[src/rtl/can_tx_pkg.sv]
package can_tx_pkg;

  typedef enum logic [3:0] {
    ST_IDLE,
    ST_SOF,
    ST_ID,
    ST_RTR,
    ST_IDE,
    ST_R0,
    ST_DLC,
    ST_DATA,
    ST_CRC,
    ST_CRC_DEL,
    ST_ACK,
    ST_ACK_DEL,
    ST_EOF
  } tx_state_e;

endpackage

[src/rtl/can_crc_shift.sv]
module can_crc_shift #(
  parameter int               W    = 15,
  parameter logic [W-1:0]     POLY = 15'h4599
) (
  input  logic         clk,
  input  logic         rst_n,
  input  logic         clear,
  input  logic         en,
  input  logic         din,
  output logic [W-1:0] crc
);

  logic [W-1:0] crc_q;
  logic [W-1:0] crc_d;
  logic         fb;

  always_comb begin
    fb    = crc_q[W-1] ^ din;
    crc_d = crc_q;
    if (clear) begin
      crc_d = '0;
    end else if (en) begin
      crc_d = {crc_q[W-2:0], 1'b0} ^ (fb ? POLY : '0);
    end
  end

  always_ff @(posedge clk or negedge rst_n) begin
    if (!rst_n) crc_q <= '0;
    else        crc_q <= crc_d;
  end

  assign crc = crc_q;

endmodule

[src/rtl/can_bit_select.sv]
module can_bit_select
  import can_tx_pkg::*;
#(
  parameter int ID_W   = 11,
  parameter int DLC_W  = 4,
  parameter int DATA_W = 64,
  parameter int CRC_W  = 15,
  parameter int CNT_W  = 6
) (
  input  tx_state_e          state,
  input  logic [CNT_W-1:0]   cnt,
  input  logic [ID_W-1:0]    id,
  input  logic               rtr,
  input  logic [DLC_W-1:0]   dlc,
  input  logic [DATA_W-1:0]  data,
  input  logic [CRC_W-1:0]   crc,
  output logic               bit_out
);

  logic [ID_W-1:0]   id_sh;
  logic [DLC_W-1:0]  dlc_sh;
  logic [DATA_W-1:0] data_sh;
  logic [CRC_W-1:0]  crc_sh;

  always_comb begin
    id_sh   = id   >> (ID_W   - 1 - int'(cnt));
    dlc_sh  = dlc  >> (DLC_W  - 1 - int'(cnt));
    data_sh = data >> (DATA_W - 1 - int'(cnt));
    crc_sh  = crc  >> (CRC_W  - 1 - int'(cnt));
    unique case (state)
      ST_SOF:  bit_out = 1'b0;
      ST_ID:   bit_out = id_sh[0];
      ST_RTR:  bit_out = rtr;
      ST_IDE:  bit_out = 1'b0;
      ST_R0:   bit_out = 1'b0;
      ST_DLC:  bit_out = dlc_sh[0];
      ST_DATA: bit_out = data_sh[0];
      ST_CRC:  bit_out = crc_sh[0];
      default: bit_out = 1'b1;
    endcase
  end

endmodule

[src/rtl/can_bus_monitor.sv]
module can_bus_monitor
  import can_tx_pkg::*;
(
  input  tx_state_e state,
  input  logic      bit_out,
  input  logic      rx,
  output logic      lost,
  output logic      ack_absent
);

  logic arb_window;

  assign arb_window = (state == ST_ID) || (state == ST_RTR);
  assign lost       = arb_window && bit_out && !rx;
  assign ack_absent = (state == ST_ACK) && rx;

endmodule

[src/rtl/can_frame_tx.sv]
module can_frame_tx
  import can_tx_pkg::*;
#(
  parameter int              ID_W      = 11,
  parameter int              DLC_W     = 4,
  parameter int              MAX_BYTES = 8,
  parameter int              CRC_W     = 15,
  parameter logic [CRC_W-1:0] CRC_POLY = 15'h4599,
  parameter int              EOF_LEN   = 7
) (
  input  logic                   clk,
  input  logic                   rst_n,
  input  logic                   bit_tick,
  input  logic                   start,
  input  logic [ID_W-1:0]        id_in,
  input  logic                   rtr_in,
  input  logic [DLC_W-1:0]       dlc_in,
  input  logic [8*MAX_BYTES-1:0] data_in,
  input  logic                   rx,
  output logic                   tx,
  output logic                   busy,
  output logic                   done,
  output logic                   arb_lost,
  output logic                   ack_error
);

  localparam int DATA_W = 8 * MAX_BYTES;
  localparam int CNT_W  = $clog2(DATA_W);
  localparam int NB_W   = $clog2(MAX_BYTES + 1);

  tx_state_e          state_q, state_d;
  logic [CNT_W-1:0]   cnt_q, cnt_d;
  logic [ID_W-1:0]    id_q;
  logic               rtr_q;
  logic [DLC_W-1:0]   dlc_q;
  logic [DATA_W-1:0]  data_q;
  logic [NB_W-1:0]    nbytes_q, nbytes_in;
  logic               ack_miss_q, ack_miss_d;
  logic               done_q, done_d;
  logic               arb_q, arb_d;
  logic               ackerr_q, ackerr_d;
  logic               load;
  logic               cur_bit;
  logic               lost_now;
  logic               ack_absent;
  logic               crc_en;
  logic [CRC_W-1:0]   crc;
  logic [CNT_W-1:0]   data_last;

  assign nbytes_in = (dlc_in > DLC_W'(MAX_BYTES)) ? NB_W'(MAX_BYTES) : NB_W'(dlc_in);
  assign data_last = CNT_W'(int'(nbytes_q) * 8 - 1);

  can_bit_select #(
    .ID_W  (ID_W),
    .DLC_W (DLC_W),
    .DATA_W(DATA_W),
    .CRC_W (CRC_W),
    .CNT_W (CNT_W)
  ) u_sel (
    .state  (state_q),
    .cnt    (cnt_q),
    .id     (id_q),
    .rtr    (rtr_q),
    .dlc    (dlc_q),
    .data   (data_q),
    .crc    (crc),
    .bit_out(cur_bit)
  );

  can_bus_monitor u_mon (
    .state     (state_q),
    .bit_out   (cur_bit),
    .rx        (rx),
    .lost      (lost_now),
    .ack_absent(ack_absent)
  );

  assign crc_en = bit_tick && !lost_now &&
                  (state_q inside {ST_SOF, ST_ID, ST_RTR, ST_IDE, ST_R0, ST_DLC, ST_DATA});

  can_crc_shift #(
    .W   (CRC_W),
    .POLY(CRC_POLY)
  ) u_crc (
    .clk  (clk),
    .rst_n(rst_n),
    .clear(load),
    .en   (crc_en),
    .din  (cur_bit),
    .crc  (crc)
  );

  // next-state logic
  always_comb begin
    state_d    = state_q;
    cnt_d      = cnt_q;
    ack_miss_d = ack_miss_q;
    done_d     = 1'b0;
    arb_d      = 1'b0;
    ackerr_d   = 1'b0;
    load       = 1'b0;
    if (state_q == ST_IDLE) begin
      if (start) begin
        load       = 1'b1;
        state_d    = ST_SOF;
        cnt_d      = '0;
        ack_miss_d = 1'b0;
      end
    end else if (bit_tick) begin
      if (lost_now) begin
        state_d = ST_IDLE;
        arb_d   = 1'b1;
      end else begin
        cnt_d = cnt_q + 1'b1;
        unique case (state_q)
          ST_SOF: begin
            state_d = ST_ID;
            cnt_d   = '0;
          end
          ST_ID: if (cnt_q == CNT_W'(ID_W - 1)) begin
            state_d = ST_RTR;
            cnt_d   = '0;
          end
          ST_RTR: state_d = ST_IDE;
          ST_IDE: state_d = ST_R0;
          ST_R0: begin
            state_d = ST_DLC;
            cnt_d   = '0;
          end
          ST_DLC: if (cnt_q == CNT_W'(DLC_W - 1)) begin
            state_d = (nbytes_q == '0) ? ST_CRC : ST_DATA;
            cnt_d   = '0;
          end
          ST_DATA: if (cnt_q == data_last) begin
            state_d = ST_CRC;
            cnt_d   = '0;
          end
          ST_CRC: if (cnt_q == CNT_W'(CRC_W - 1)) begin
            state_d = ST_CRC_DEL;
          end
          ST_CRC_DEL: state_d = ST_ACK;
          ST_ACK: begin
            state_d    = ST_ACK_DEL;
            ack_miss_d = ack_absent;
          end
          ST_ACK_DEL: begin
            state_d = ST_EOF;
            cnt_d   = '0;
          end
          ST_EOF: if (cnt_q == CNT_W'(EOF_LEN - 1)) begin
            state_d  = ST_IDLE;
            done_d   = 1'b1;
            ackerr_d = ack_miss_q;
          end
          default: state_d = ST_IDLE;
        endcase
      end
    end
  end

  // state and flag registers
  always_ff @(posedge clk or negedge rst_n) begin
    if (!rst_n) begin
      state_q    <= ST_IDLE;
      cnt_q      <= '0;
      ack_miss_q <= 1'b0;
      done_q     <= 1'b0;
      arb_q      <= 1'b0;
      ackerr_q   <= 1'b0;
    end else begin
      state_q    <= state_d;
      cnt_q      <= cnt_d;
      ack_miss_q <= ack_miss_d;
      done_q     <= done_d;
      arb_q      <= arb_d;
      ackerr_q   <= ackerr_d;
    end
  end

  // frame content registers, enabled by load
  always_ff @(posedge clk or negedge rst_n) begin
    if (!rst_n) begin
      id_q     <= '0;
      rtr_q    <= 1'b0;
      dlc_q    <= '0;
      data_q   <= '0;
      nbytes_q <= '0;
    end else if (load) begin
      id_q     <= id_in;
      rtr_q    <= rtr_in;
      dlc_q    <= dlc_in;
      data_q   <= data_in;
      nbytes_q <= nbytes_in;
    end
  end

  assign tx        = cur_bit;
  assign busy      = (state_q != ST_IDLE);
  assign done      = done_q;
  assign arb_lost  = arb_q;
  assign ack_error = ackerr_q;

endmodule

[config.mk]
export PLATFORM = sky130hd
export DESIGN_NAME = can_frame_tx
export DESIGN_NICKNAME = d
export VERILOG_FILES = /design/src/rtl/can_tx_pkg.sv /design/src/rtl/can_crc_shift.sv /design/src/rtl/can_bit_select.sv /design/src/rtl/can_bus_monitor.sv /design/src/rtl/can_frame_tx.sv
export SDC_FILE = /design/constraint.sdc
export NUM_CORES = 1
export LEC_CHECK = 0
export ABC_AREA = 1
export BUFFER_PORTS_ARGS = -buffer_cell sky130_fd_sc_hd__buf_2
export CAP_MARGIN = 10
export CORE_MARGIN = 4
export CORE_UTILIZATION = 58
export CTS_CLUSTER_DIAMETER = 50
export CTS_CLUSTER_SIZE = 40
export DETAILED_ROUTE_END_ITERATION = 10
export PLACE_DENSITY = 0.81
export REMOVE_ABC_BUFFERS = 1
export SYNTH_ARGS = -nofsm -noshare
export SYNTH_HDL_FRONTEND = slang
export SYNTH_SLANG_ARGS = --single-unit
[constraint.sdc]
create_clock -name clk -period 2.8 [get_ports clk]
set_input_delay 0.28 -clock clk [delete_from_list [all_inputs] [get_ports clk]]
set_output_delay 0.28 -clock clk [all_outputs]
set_load 0.05 [all_outputs]
# [Word-level counts from Yosys, hierarchy flattened]
# Cells that the tools add are included.
[classes] n_addsub=6 order_cmp=1 eq_ne=24 n_shift=4 mux=44 bitwise_logic=2 n_reduce_logical=20
[ops] operator="$shr 64x32->1" n=1
[ops] operator="$pmux 4 s12" n=1
[ops] operator="$mux 15" n=3
[ops] operator="$mux 4" n=11
[ops] operator="$mux 6" n=7
[ops] operator="$shr 11x32->1" n=1
[ops] operator="$shr 15x32->1" n=1
[ops] operator="$shr 4x32->1" n=1
[ops] operator="$pmux 6 s4" n=1
[ops] operator="$eq 4x4->1 const B" n=5
[ops] operator="$mux 1" n=20
[ops] operator="$eq 4x3->1 const B" n=4
[ops] operator="$xor 15x15->15" n=1
[ops] operator="$sub 4x6->7 const A" n=2
[ops] operator="$eq 6x4->1 const B" n=2
[ops] operator="$ne 4x2->1 const B" n=3
[ops] operator="$eq 4x2->1 const B" n=2
[ops] operator="$logic_not 4->1" n=2
[ops] operator="$ne 4x4->1 const B" n=2
[ops] operator="$reduce_and 7->1" n=1
[ops] operator="$reduce_bool 7->1" n=1
[ops] operator="$sub 2x6->7 const A" n=1
[ops] operator="$sub 6x6->7 const A" n=1
[ops] operator="$add 6x1->6 const B" n=1
[ops] operator="18 further kinds" n=26
[totals] reg_bits=113 in_bits=85 output_inout_bits=5 elab_cells=113

# [Depth between registers and ports, before layout]
# Gate-level depths: netlist of run 1.
[logic_depth] word_depth=10 mapped_depth=20 mapped_depth_nobuf=18

# [Cells and area by module]
# A second synthesis of run 1 with hierarchy kept.
[unflattened] hier_cells=932 area_unflattened_um2=6453.7
[by_module_without_submodules] mod="can_frame_tx" n_inst=1 cells_per_inst=515 area_per_inst_um2=4282.9 seq_area_each_um2=2452.4
[by_module_without_submodules] mod="can_bit_select" n_inst=1 cells_per_inst=329 area_per_inst_um2=1428.9 seq_area_each_um2=0.0
[by_module_without_submodules] mod="can_crc_shift" n_inst=1 cells_per_inst=78 area_per_inst_um2=701.9 seq_area_each_um2=375.4
[by_module_without_submodules] mod="can_bus_monitor" n_inst=1 cells_per_inst=10 area_per_inst_um2=40.0 seq_area_each_um2=0.0

# [Least setup slack after synthesis of run 1]
# No wires, ideal clock.
[synth_path] path_type="register to register" startpoint="register cnt_q[0]" endpoint="register cnt_q[3]" setup_ns=0.118 arrival_time_ns=2.404 t_required_ns=2.682 slack_ns=0.278 stages_incl_launch_ff=21 n_path_buf=2 synth_period_minus_slack_ns=2.522 path_cell_list="dfrtp_1 -> buf_6 -> inv_4 -> buf_6 -> ha_1 -> inv_1 -> nand3_1 -> nand2_1 -> nand2_1 -> nand3_1 -> nand2_1 -> nand2_1 -> nand2_1 -> nor2_4 -> nand2_4 -> nand2_4 -> nand2_1 -> nand2_2 -> inv_2 -> nand2_1 -> nand2_1"
[synth_via] elab_chain_cells=7 elab_cells_between_ends=24 cone_classes="5 x add/sub; 4 x eq/ne; 4 x shift; 8 x mux; 3 x reduce/logical"
[synth_rtl] element="start: declaration" line="can_frame_tx.sv:32" rtl="logic [CNT_W-1:0] cnt_q, cnt_d;"
[synth_rtl] element="start signal: assignment" line="can_frame_tx.sv:172" rtl="cnt_q <= cnt_d;"
[synth_rtl] element="$sub 6x6->7, or another cell as far along" line="can_bit_select.sv:28" rtl="data_sh = data >> (DATA_W - 1 - int'(cnt));"
[synth_rtl] element="$shr 64x32->1, or another cell as far along" line="can_bit_select.sv:28"
[synth_rtl] element="$pmux 1 s6 (*)" line="can_bit_select.sv:30" rtl="unique case (state)"
[synth_rtl] element="named net tx" line="can_frame_tx.sv:20" rtl="output logic tx,"
[synth_rtl] element="$logic_and 1x1->1 (*) (2 in a row)" line="can_bus_monitor.sv:14" rtl="assign lost = arb_window && bit_out && !rx;"
[synth_rtl] element="$ne 2x1->1 (no source line) (*)"
[synth_rtl] element="$reduce_and 3->1 (no source line) (*)"
# Mark *: on every way through the listed nets, which the timed path passes. The rest lies on a longest branch. The select of a mux whose other input is x is not followed.
# A chain may end at the register's enable or synchronous reset.

# [Worst setup path after layout of run 1]
[layout_path] startpoint="register state_q[3]" endpoint="output tx"
[layout_via] elab_chain_cells=3 elab_cells_between_ends=10 cone_classes="8 x eq/ne; 1 x mux; 1 x reduce/logical"
[layout_rtl] element="start: declaration" line="can_frame_tx.sv:31" rtl="tx_state_e state_q, state_d;"
[layout_rtl] element="start signal: assignment" line="can_frame_tx.sv:171" rtl="state_q <= state_d;"
[layout_rtl] element="$eq 4x1->1 or $eq 4x3->1 (tied branches)" line="can_bit_select.sv:30"
[layout_rtl] element="$reduce_or 3->1 (no source line)"
[layout_rtl] element="$pmux 1 s6 (*)" line="can_bit_select.sv:30"
[layout_rtl] element="end: declaration" line="can_frame_tx.sv:20"
# Every way passes the cells marked *; elsewhere a longest branch is shown, timed or not.

==> results of run 1 <==
-- layout make-up --
cell class | instances | area (sq um) | share of cell area
multi-input cells | 606 | 2850 | 0.352
flip-flops and latches | 113 | 2830 | 0.349
repair buffers | 175 | 1330 | 0.164
clock buffers | 17 | 414 | 0.0511
inverters | 98 | 377 | 0.0465
well taps | 136 | 170 | 0.0210
clock inverters | 15 | 128 | 0.0158
-- per-layer routing --
layer	share of wire	wire, microns	up-vias
met5	0	0	-
li1	-	-	3010
met2	0.48	8240	301
met3	0.071	1200	40
met1	0.42	7140	2856
met4	0.027	453	0
-- logic make-up (layout without fill, tap and decap cells) --
group                      Yosys count  in the layout  synth area share
AOI/OAI and AO/OA                  104            104            0.0934
buffers and inverters              134            305            0.0926
DFF                                113            113             0.453
and+or+nand+nor                    484            484             0.328
xor gates and xnor gates             4              4           0.00561
adders and majority gates           14             14            0.0281
-- path summary, 6_finish.rpt --
| path | startpoint | end | depth (start not counted) |
|---|---|---|---|
| worst max-delay path | state_q[3]$_DFFE_PN0P_ | tx | 10 |
| worst min-delay path | data_in[50] | data_q[50]$_DFFE_PN0P_ | 3 |
| worst max register to register | state_q[3]$_DFFE_PN0P_ | cnt_q[4]$_DFFE_PN0P_ | 15 |
| worst min register to register | data_q[38]$_DFFE_PN0P_ | data_q[38]$_DFFE_PN0P_ | 2 |
| max in group asynchronous | rst_n | data_q[38]$_DFFE_PN0P_ | 3 |
| min in group asynchronous | rst_n | data_q[57]$_DFFE_PN0P_ | 2 |
-- worst reg2reg max path: stages (launching register included) --
cell     delay (ns)
dfrtp_1        0.44
inv_1          0.12
ha_2           0.25
nand3_2        0.15
nand2_1        0.15
o21ai_0        0.12
nor2_1         0.11
nand2_1        0.09
nor2_4         0.15
nand2_4        0.09
nand2_4        0.13
nand2_1        0.14
nand2_2        0.19
inv_2          0.08
nand2_1        0.08
nand2_1        0.06
-- cells in the mapped netlist (all sizes together) --
cell type  count  area share
clkbuf         9      0.0054
inv           97       0.059
o22ai          3      0.0030
clkinv         1     0.00060
dfrtp        113        0.45
or2            3      0.0030
xor2           3      0.0042
a311oi         1      0.0014
o21ai         79       0.067
a21oi         11      0.0094
a41oi          1      0.0014
ha            14       0.028
nor2          62       0.041
o211ai         4      0.0048
o31a           1      0.0014
nor3b          1      0.0012
nor3           3      0.0024
nand2        311        0.19
a211oi         1      0.0012
nand4          4      0.0040
o2111ai        2      0.0028
nand3b         4      0.0048
buf           27       0.028
nand3         96       0.078
xnor2          1      0.0014
a31oi          1      0.0010
-- power by group through the flow --
stage	combinational, mW	sequential [mW]	clock [mW]
after floorplan	2.53	2.68	0
after global placement	3.44	2.67	0
after detailed placement	3.49	2.69	0
after CTS	3.63	2.67	1.97
after global routing	4.20	2.76	2.06
final	3.74	2.69	1.97
-- what timing repair did --
item                                    CTS  global route
hold endpoints to repair                107             0
hold buffers                             71             0
endpoints found under the setup margin    0             1
gates resized for setup                   0            13
-- per-stage QoR --
step           area, sq um  total power, mW  hold slack (ns)   util
2_1_floorplan         6040             5.21          -0.0156      -
3_3_place_gp          6820             6.10            0.286  0.655
3_5_place_dp          6820             6.17            0.283  0.655
5_1_grt               8100             9.02          0.00967  0.778
4_1_cts               8070             8.27          0.00364  0.775
6_report              8100             8.40          0.00627  0.778
-- sequential cells by signal, indices dropped and copies added (netlist names) --
signal      flops
ack_error       1
done            1
dlc_q           4
ack_miss_q      1
state_q         4
cnt_q           6
data_q         64
rtr_q           1
arb_lost        1
nbytes_q        4
u_crc.crc      15
id_q           11
==> summary.md, run 1 <==
| Metric | Value |
|---|---|
| Outcome | `finished clean` |
| Tcrit/Tclk final | `0.946` |
| Yosys Warn Count | `0` |
| Nets | `1110` |
| Family with the most delay on the worst path | `simple AND/OR/NAND/NOR gates` |
| Worst slew pin tran | `about 0.64 ns` |
| Initial antenna violation count | `0` |
| Cells after Synth | `around 850` |
| Met1 GRT Util | `0.374` |
| Initial drt markers | `roughly 610` |
| Finished Layout Cells | `~1200` |
| Congestion Overflow GR | `0` |
| Share of post-route cells with drive strength above 1 | `0.168` |
| Pwr dens | `a little over 1000 nW/um^2` |
| Clk slew on worst S/H paths | `around 0.06 ns` |
| Total Die Area | `12500 sq um` |
| Worst reg2reg setup slack | `roughly 0.36 ns` |
| Layout area overhead | `29.7%` |
| CP Cell Sequence | `inv_1, ha_2, nand3_2, nand2_1, o21ai_0, nor2_1, nand2_1, nor2_4, nand2_4, buf_4` |
| Switch share | `0.436` |
| Max-slew headroom | `0.571` |
| Met3 usage | `0.0500` |
| GRT Total Usage | `0.282` |
| Most common cell after layout, fill and taps aside | `nand2_1` |
| I/O pin total | `90` |
| CTS tree | `built` |
| DP HPWL | `10300 microns` |
| Die X | `roughly 110 microns` |
| CTS max path bufs | `2` |
| Critical path class | `reg2out` |
| Psw | `3.66 mW` |
| Dpl cells | `approximately 1100` |
| Fillers | `707` |
| Post-Route Setup TNS | `0 ns` |
| Max Cap Viol | `0` |
| First-pass GRT wire length | `just under 30000 microns` |
| Die Y | `between 100 and 150 microns` |
| Residual DRC | `0` |
| CTS sink cnt | `about 110` |
| Worst Slack Setup Final | `between 0.15 and 0.2 ns` |
| Grt met2 use | `0.463` |
| # setup viols final | `0` |
| Final hold vios | `0` |
| Combinational power share | `0.445` |
| Setup Buffers After CTS | `0` |
| Critical path endpoint category | `output pin` |
| IO buf count | `89` |
| Antenna fix cells | `0` |
| Commonest cells after routing, fill and taps aside | `nand2_1 (304), dfrtp_1 (111), nand3_1 (94), inv_1 (87), buf_2 (87)` |
| Worst Path Buf+Inv | `2` |
| Syn avg cell area | `7.32 sq um` |
| Mapped cell area | `6240 sq um` |
| Critical Path Source Type | `flop` |
| Final Max Tran Viols | `0` |
| GPL Wtd Cong | `1.02` |
| Max frequency | `around 0.38 GHz` |
| WL final | `approximately 17000 microns` |
| Root Buffer | `clkbuf_8` |
| Synthesized flop and latch total | `about 110` |
| Row count | `37` |
| CP required | `2.52 ns` |
| Vias in the first global route | `6250` |
| CP max FO | `5` |
| Vias | `about 6200` |
| DR vias/cell | `approximately 5.4` |
| Synth cell types | `40` |
| Place WS | `roughly 0.37 ns` |
| Register area share after synthesis | `0.453` |
| Worst path most repeated cell | `nand2_1` |
| Initial Util | `0.600` |
| GRT busiest layer | `met2` |
| Worst vdd ir | `around 0.50 mV` |
| Post-DRT Antenna Nets | `0` |
| Routed len/inst | `around 15 microns` |
| CTS Buf Count | `17` |
| Worst min-delay path class | `in2reg` |
| Reg power frac | `0.320` |
| Worst-Skew Late Latency | `0.51 ns` |
| RSZ-0062 raised after global routing | `false` |
| Crit-path slowest cell | `dfrtp_1` |
| Pin count of the biggest net entering global routing | `a little over 80` |
| Min cycle time layout | `approximately 2.6 ns` |
| Internal power | `about 4.7 mW` |
| Clock Skew | `0.00980 ns` |
| Core area | `~10000 sq um` |
| Largest stage delay, worst path | `0.44 ns` |
| H-tree levels | `4` |
| Clock power frac | `0.235` |
| Worst Path Arrival | `between 2 and 2.5 ns` |
| Drt first pass iters | `5` |
| Static leakage | `~4.1 nW` |
(Power assumes the default switching activity.)
==> run 2, diff against run 1 <==
--- a/config.mk
+++ b/config.mk
@@ -6,6 +6,7 @@
 export NUM_CORES = 1
 export LEC_CHECK = 0
 export ABC_AREA = 1
+export ABC_CLOCK_PERIOD_IN_PS = 2800
 export BUFFER_PORTS_ARGS = -buffer_cell sky130_fd_sc_hd__buf_2
 export CAP_MARGIN = 10
 export CORE_MARGIN = 4
@@ -13,6 +14,7 @@
 export CTS_CLUSTER_DIAMETER = 50
 export CTS_CLUSTER_SIZE = 40
 export DETAILED_ROUTE_END_ITERATION = 10
+export MAX_ROUTING_LAYER = met4
 export PLACE_DENSITY = 0.81
 export REMOVE_ABC_BUFFERS = 1
 export SYNTH_ARGS = -nofsm -noshare
==> summary.md, run 2 (same netlist as run 1, synthesis figures left out) <==
| Metric | Value |
|---|---|
| Worst slew pin tran | `0.677 ns (+0.0404 ns)` |
| CTS tree | `built` |
| CP required | `2.52 ns (about the same)` |
| Fillers | `676 (-4.4%)` |
| Root Buffer | `clkbuf_8` |
| Max frequency | `0.374 GHz (-0.85%)` |
| I/O pin total | `90 (unchanged)` |
| CTS max path bufs | `2 (unchanged)` |
| CP max FO | `30 (+25)` |
| Number of flip-flops in the largest register | `64 (unchanged)` |
| Nets | `1116 (+0.54%)` |
| Worst vdd ir | `0.555 mV (+12%)` |
| Vias | `6335 (+2.1%)` |
| First-pass GRT wire length | `29500 microns (+1.4%)` |
| Top reg by flops | `data_q` |
| Initial antenna violation count | `0 (unchanged)` |
| Max Cap Viol | `0 (unchanged)` |
| Vias in the first global route | `6299 (+0.78%)` |
| Routed length on met3 | `1230 microns (+2.6%)` |
| Post-layout util | `0.793 (+0.0154)` |
| # setup viols final | `0 (unchanged)` |
| Clk slew on worst S/H paths | `0.06 ns (about the same)` |
| Outcome | `finished clean` |
| Largest stage delay, worst path | `0.46 ns (+0.02 ns)` |
| Crit-path slowest cell | `dfrtp_2` |
| DP HPWL | `10300 microns (+0.49%)` |
| Antenna fix cells | `0 (unchanged)` |
| Pwr dens | `1060 nW/um^2 (+2.3%)` |
| Routed length on met2 | `8660 microns (+5.1%)` |
| Row count | `37 (unchanged)` |
| Initial Util | `0.600 (unchanged)` |
| GRT Total Usage | `0.298 (+0.0157)` |
| Routed len/inst | `15.2 microns (+3.4%)` |
| Layout area overhead | `32.3%` |
| Worst-Skew Late Latency | `0.52 ns (about the same)` |
| CP Cell Sequence | `buf_4, clkbuf_16, nand2_1, nand3_1, nand3_1, nand3_1, nand2_1, nand2_1, nand2_1, nand3_2, nand2_4, buf_4` |
| IO buf count | `89 (unchanged)` |
| Tcrit/Tclk final | `0.954 (+0.00815)` |
| Worst path most repeated cell | `nand2_1` |
| Design Area, Final | `8260 sq um (+2.0%)` |
| CTS sink cnt | `113 (unchanged)` |
| Core area | `10400 sq um (unchanged)` |
| Congestion Overflow GR | `0 (unchanged)` |
| Commonest cells after routing, fill and taps aside | `nand2_1 (304), dfrtp_1 (111), nand3_1 (94), inv_1 (87), buf_2 (87)` |
| Static leakage | `4.22 nW (+1.9%)` |
| CTS Buf Count | `17 (unchanged)` |
| Worst hold margin | `0.0157 ns (+0.00947 ns)` |
| Clock Skew | `0.00723 ns (-0.00257 ns)` |
| Max-slew headroom | `0.548 (-0.0224)` |
| Most common cell after layout, fill and taps aside | `nand2_1` |
| Total Die Area | `12500 sq um (unchanged)` |
| Hold depth | `3 (unchanged)` |
| Critical Path Source Type | `flop` |
| Worst min-delay path class | `in2reg` |
| Drt first pass iters | `6 (+1)` |
| Placed Area | `6810 sq um (-0.11%)` |
| Pin count of the biggest net entering global routing | `80 (-3.6%)` |
| Die X | `112 microns (unchanged)` |
| DR vias/cell | `5.43 (+1.5%)` |
| Highest Signal Layer | `met4` |
| Critical path endpoint category | `output pin` |
| Initial drt markers | `584 (-3.6%)` |
| Reg2Reg Depth | `17 (+2)` |
| Die Y | `112 microns (unchanged)` |
| Worst Path Arrival | `2.39 ns (+0.02 ns)` |
| DRT met1 WL | `7200 microns (+0.78%)` |
| Residual DRC | `0 (unchanged)` |
| Critical path class | `reg2out` |
| WL final | `17700 microns (+4.0%)` |
| Final Max Tran Viols | `0 (unchanged)` |
| GPL Wtd Cong | `1.05 (+2.7%)` |
| Min cycle time layout | `2.67 ns (+0.0228 ns)` |
| Final hold vios | `0 (unchanged)` |
| Share of post-route cells with drive strength above 1 | `0.169 (+0.000963)` |
| Post-DRT Antenna Nets | `0 (unchanged)` |
| H-tree levels | `4 (unchanged)` |
run 2: cell type report:
cell class | instances | area, sq um | area share
Multi-Input combinational cell | 606 | 2860 | 0.346
Sequential cell | 113 | 2830 | 0.343
Timing Repair Buffer | 181 | 1410 | 0.170
Clock buffer | 18 | 418 | 0.0506
Inverter | 98 | 377 | 0.0456
Clock inverter | 14 | 203 | 0.0245
Tap cell | 136 | 170 | 0.0206
run 2: what timing repair did:
item	CTS	global route
gates resized for setup	2	12
hold buffers	75	0
cloned	0	1
endpoints found under the setup margin	1	1
setup buffers	0	2
pin swaps	0	1
hold endpoints to repair	123	0
run 2: per-stage QoR:
stage / setup slack (ns) / setup TNS, ns / power, mW / std cells
after floorplan: -1.57 / -142.60 / 5.21 / 817
after global placement: 0.388 / 0 / 6.10 / 1056
after detailed placement: 0.305 / 0 / 6.18 / 1056
after CTS: 0.0589 / 0 / 8.60 / 1163
after global routing: -0.0253 / -0.0253 / 9.40 / 1166
final: 0.130 / 0 / 8.76 / 1166
run 2: worst paths after layout:
path / endpoint / slack, ns / from
max: tx / 0.13 / cnt_q[0]$_DFFE_PN0P_
min in group asynchronous: data_q[57]$_DFFE_PN0P_ / 0.33 / rst_n
max in group asynchronous: data_q[54]$_DFFE_PN0P_ / 1.71 / rst_n
min reg2reg: data_q[55]$_DFFE_PN0P_ / 0.48 / data_q[55]$_DFFE_PN0P_
min: data_q[52]$_DFFE_PN0P_ / 0.02 / data_in[52]
max reg2reg: cnt_q[4]$_DFFE_PN0P_ / 0.37 / cnt_q[0]$_DFFE_PN0P_
run 2: critical path: cells and delay by family (launching register included):
family / cells / cell delay (ns)
DFF: 1 / 0.46
buffers and inverters: 3 / 0.55
and+or+nand+nor: 9 / 0.84
run 2: metal layers:
metal,GRT usage,vias to the layer above
li1,-,3026
met1,0.366,2911
met2,0.489,328
met3,0.0473,70
met4,0.128,0
met5,-,-
run 2: power by group:
part | leakage (nW) | internal [mW] | switching [mW] | total, mW
clock | 0.301 | 1.46 | 0.822 | 2.28
sequential | 1.43 | 2.34 | 0.356 | 2.70
combinational | 2.49 | 1.31 | 2.47 | 3.78
total | 4.22 | 5.11 | 3.65 | 8.76
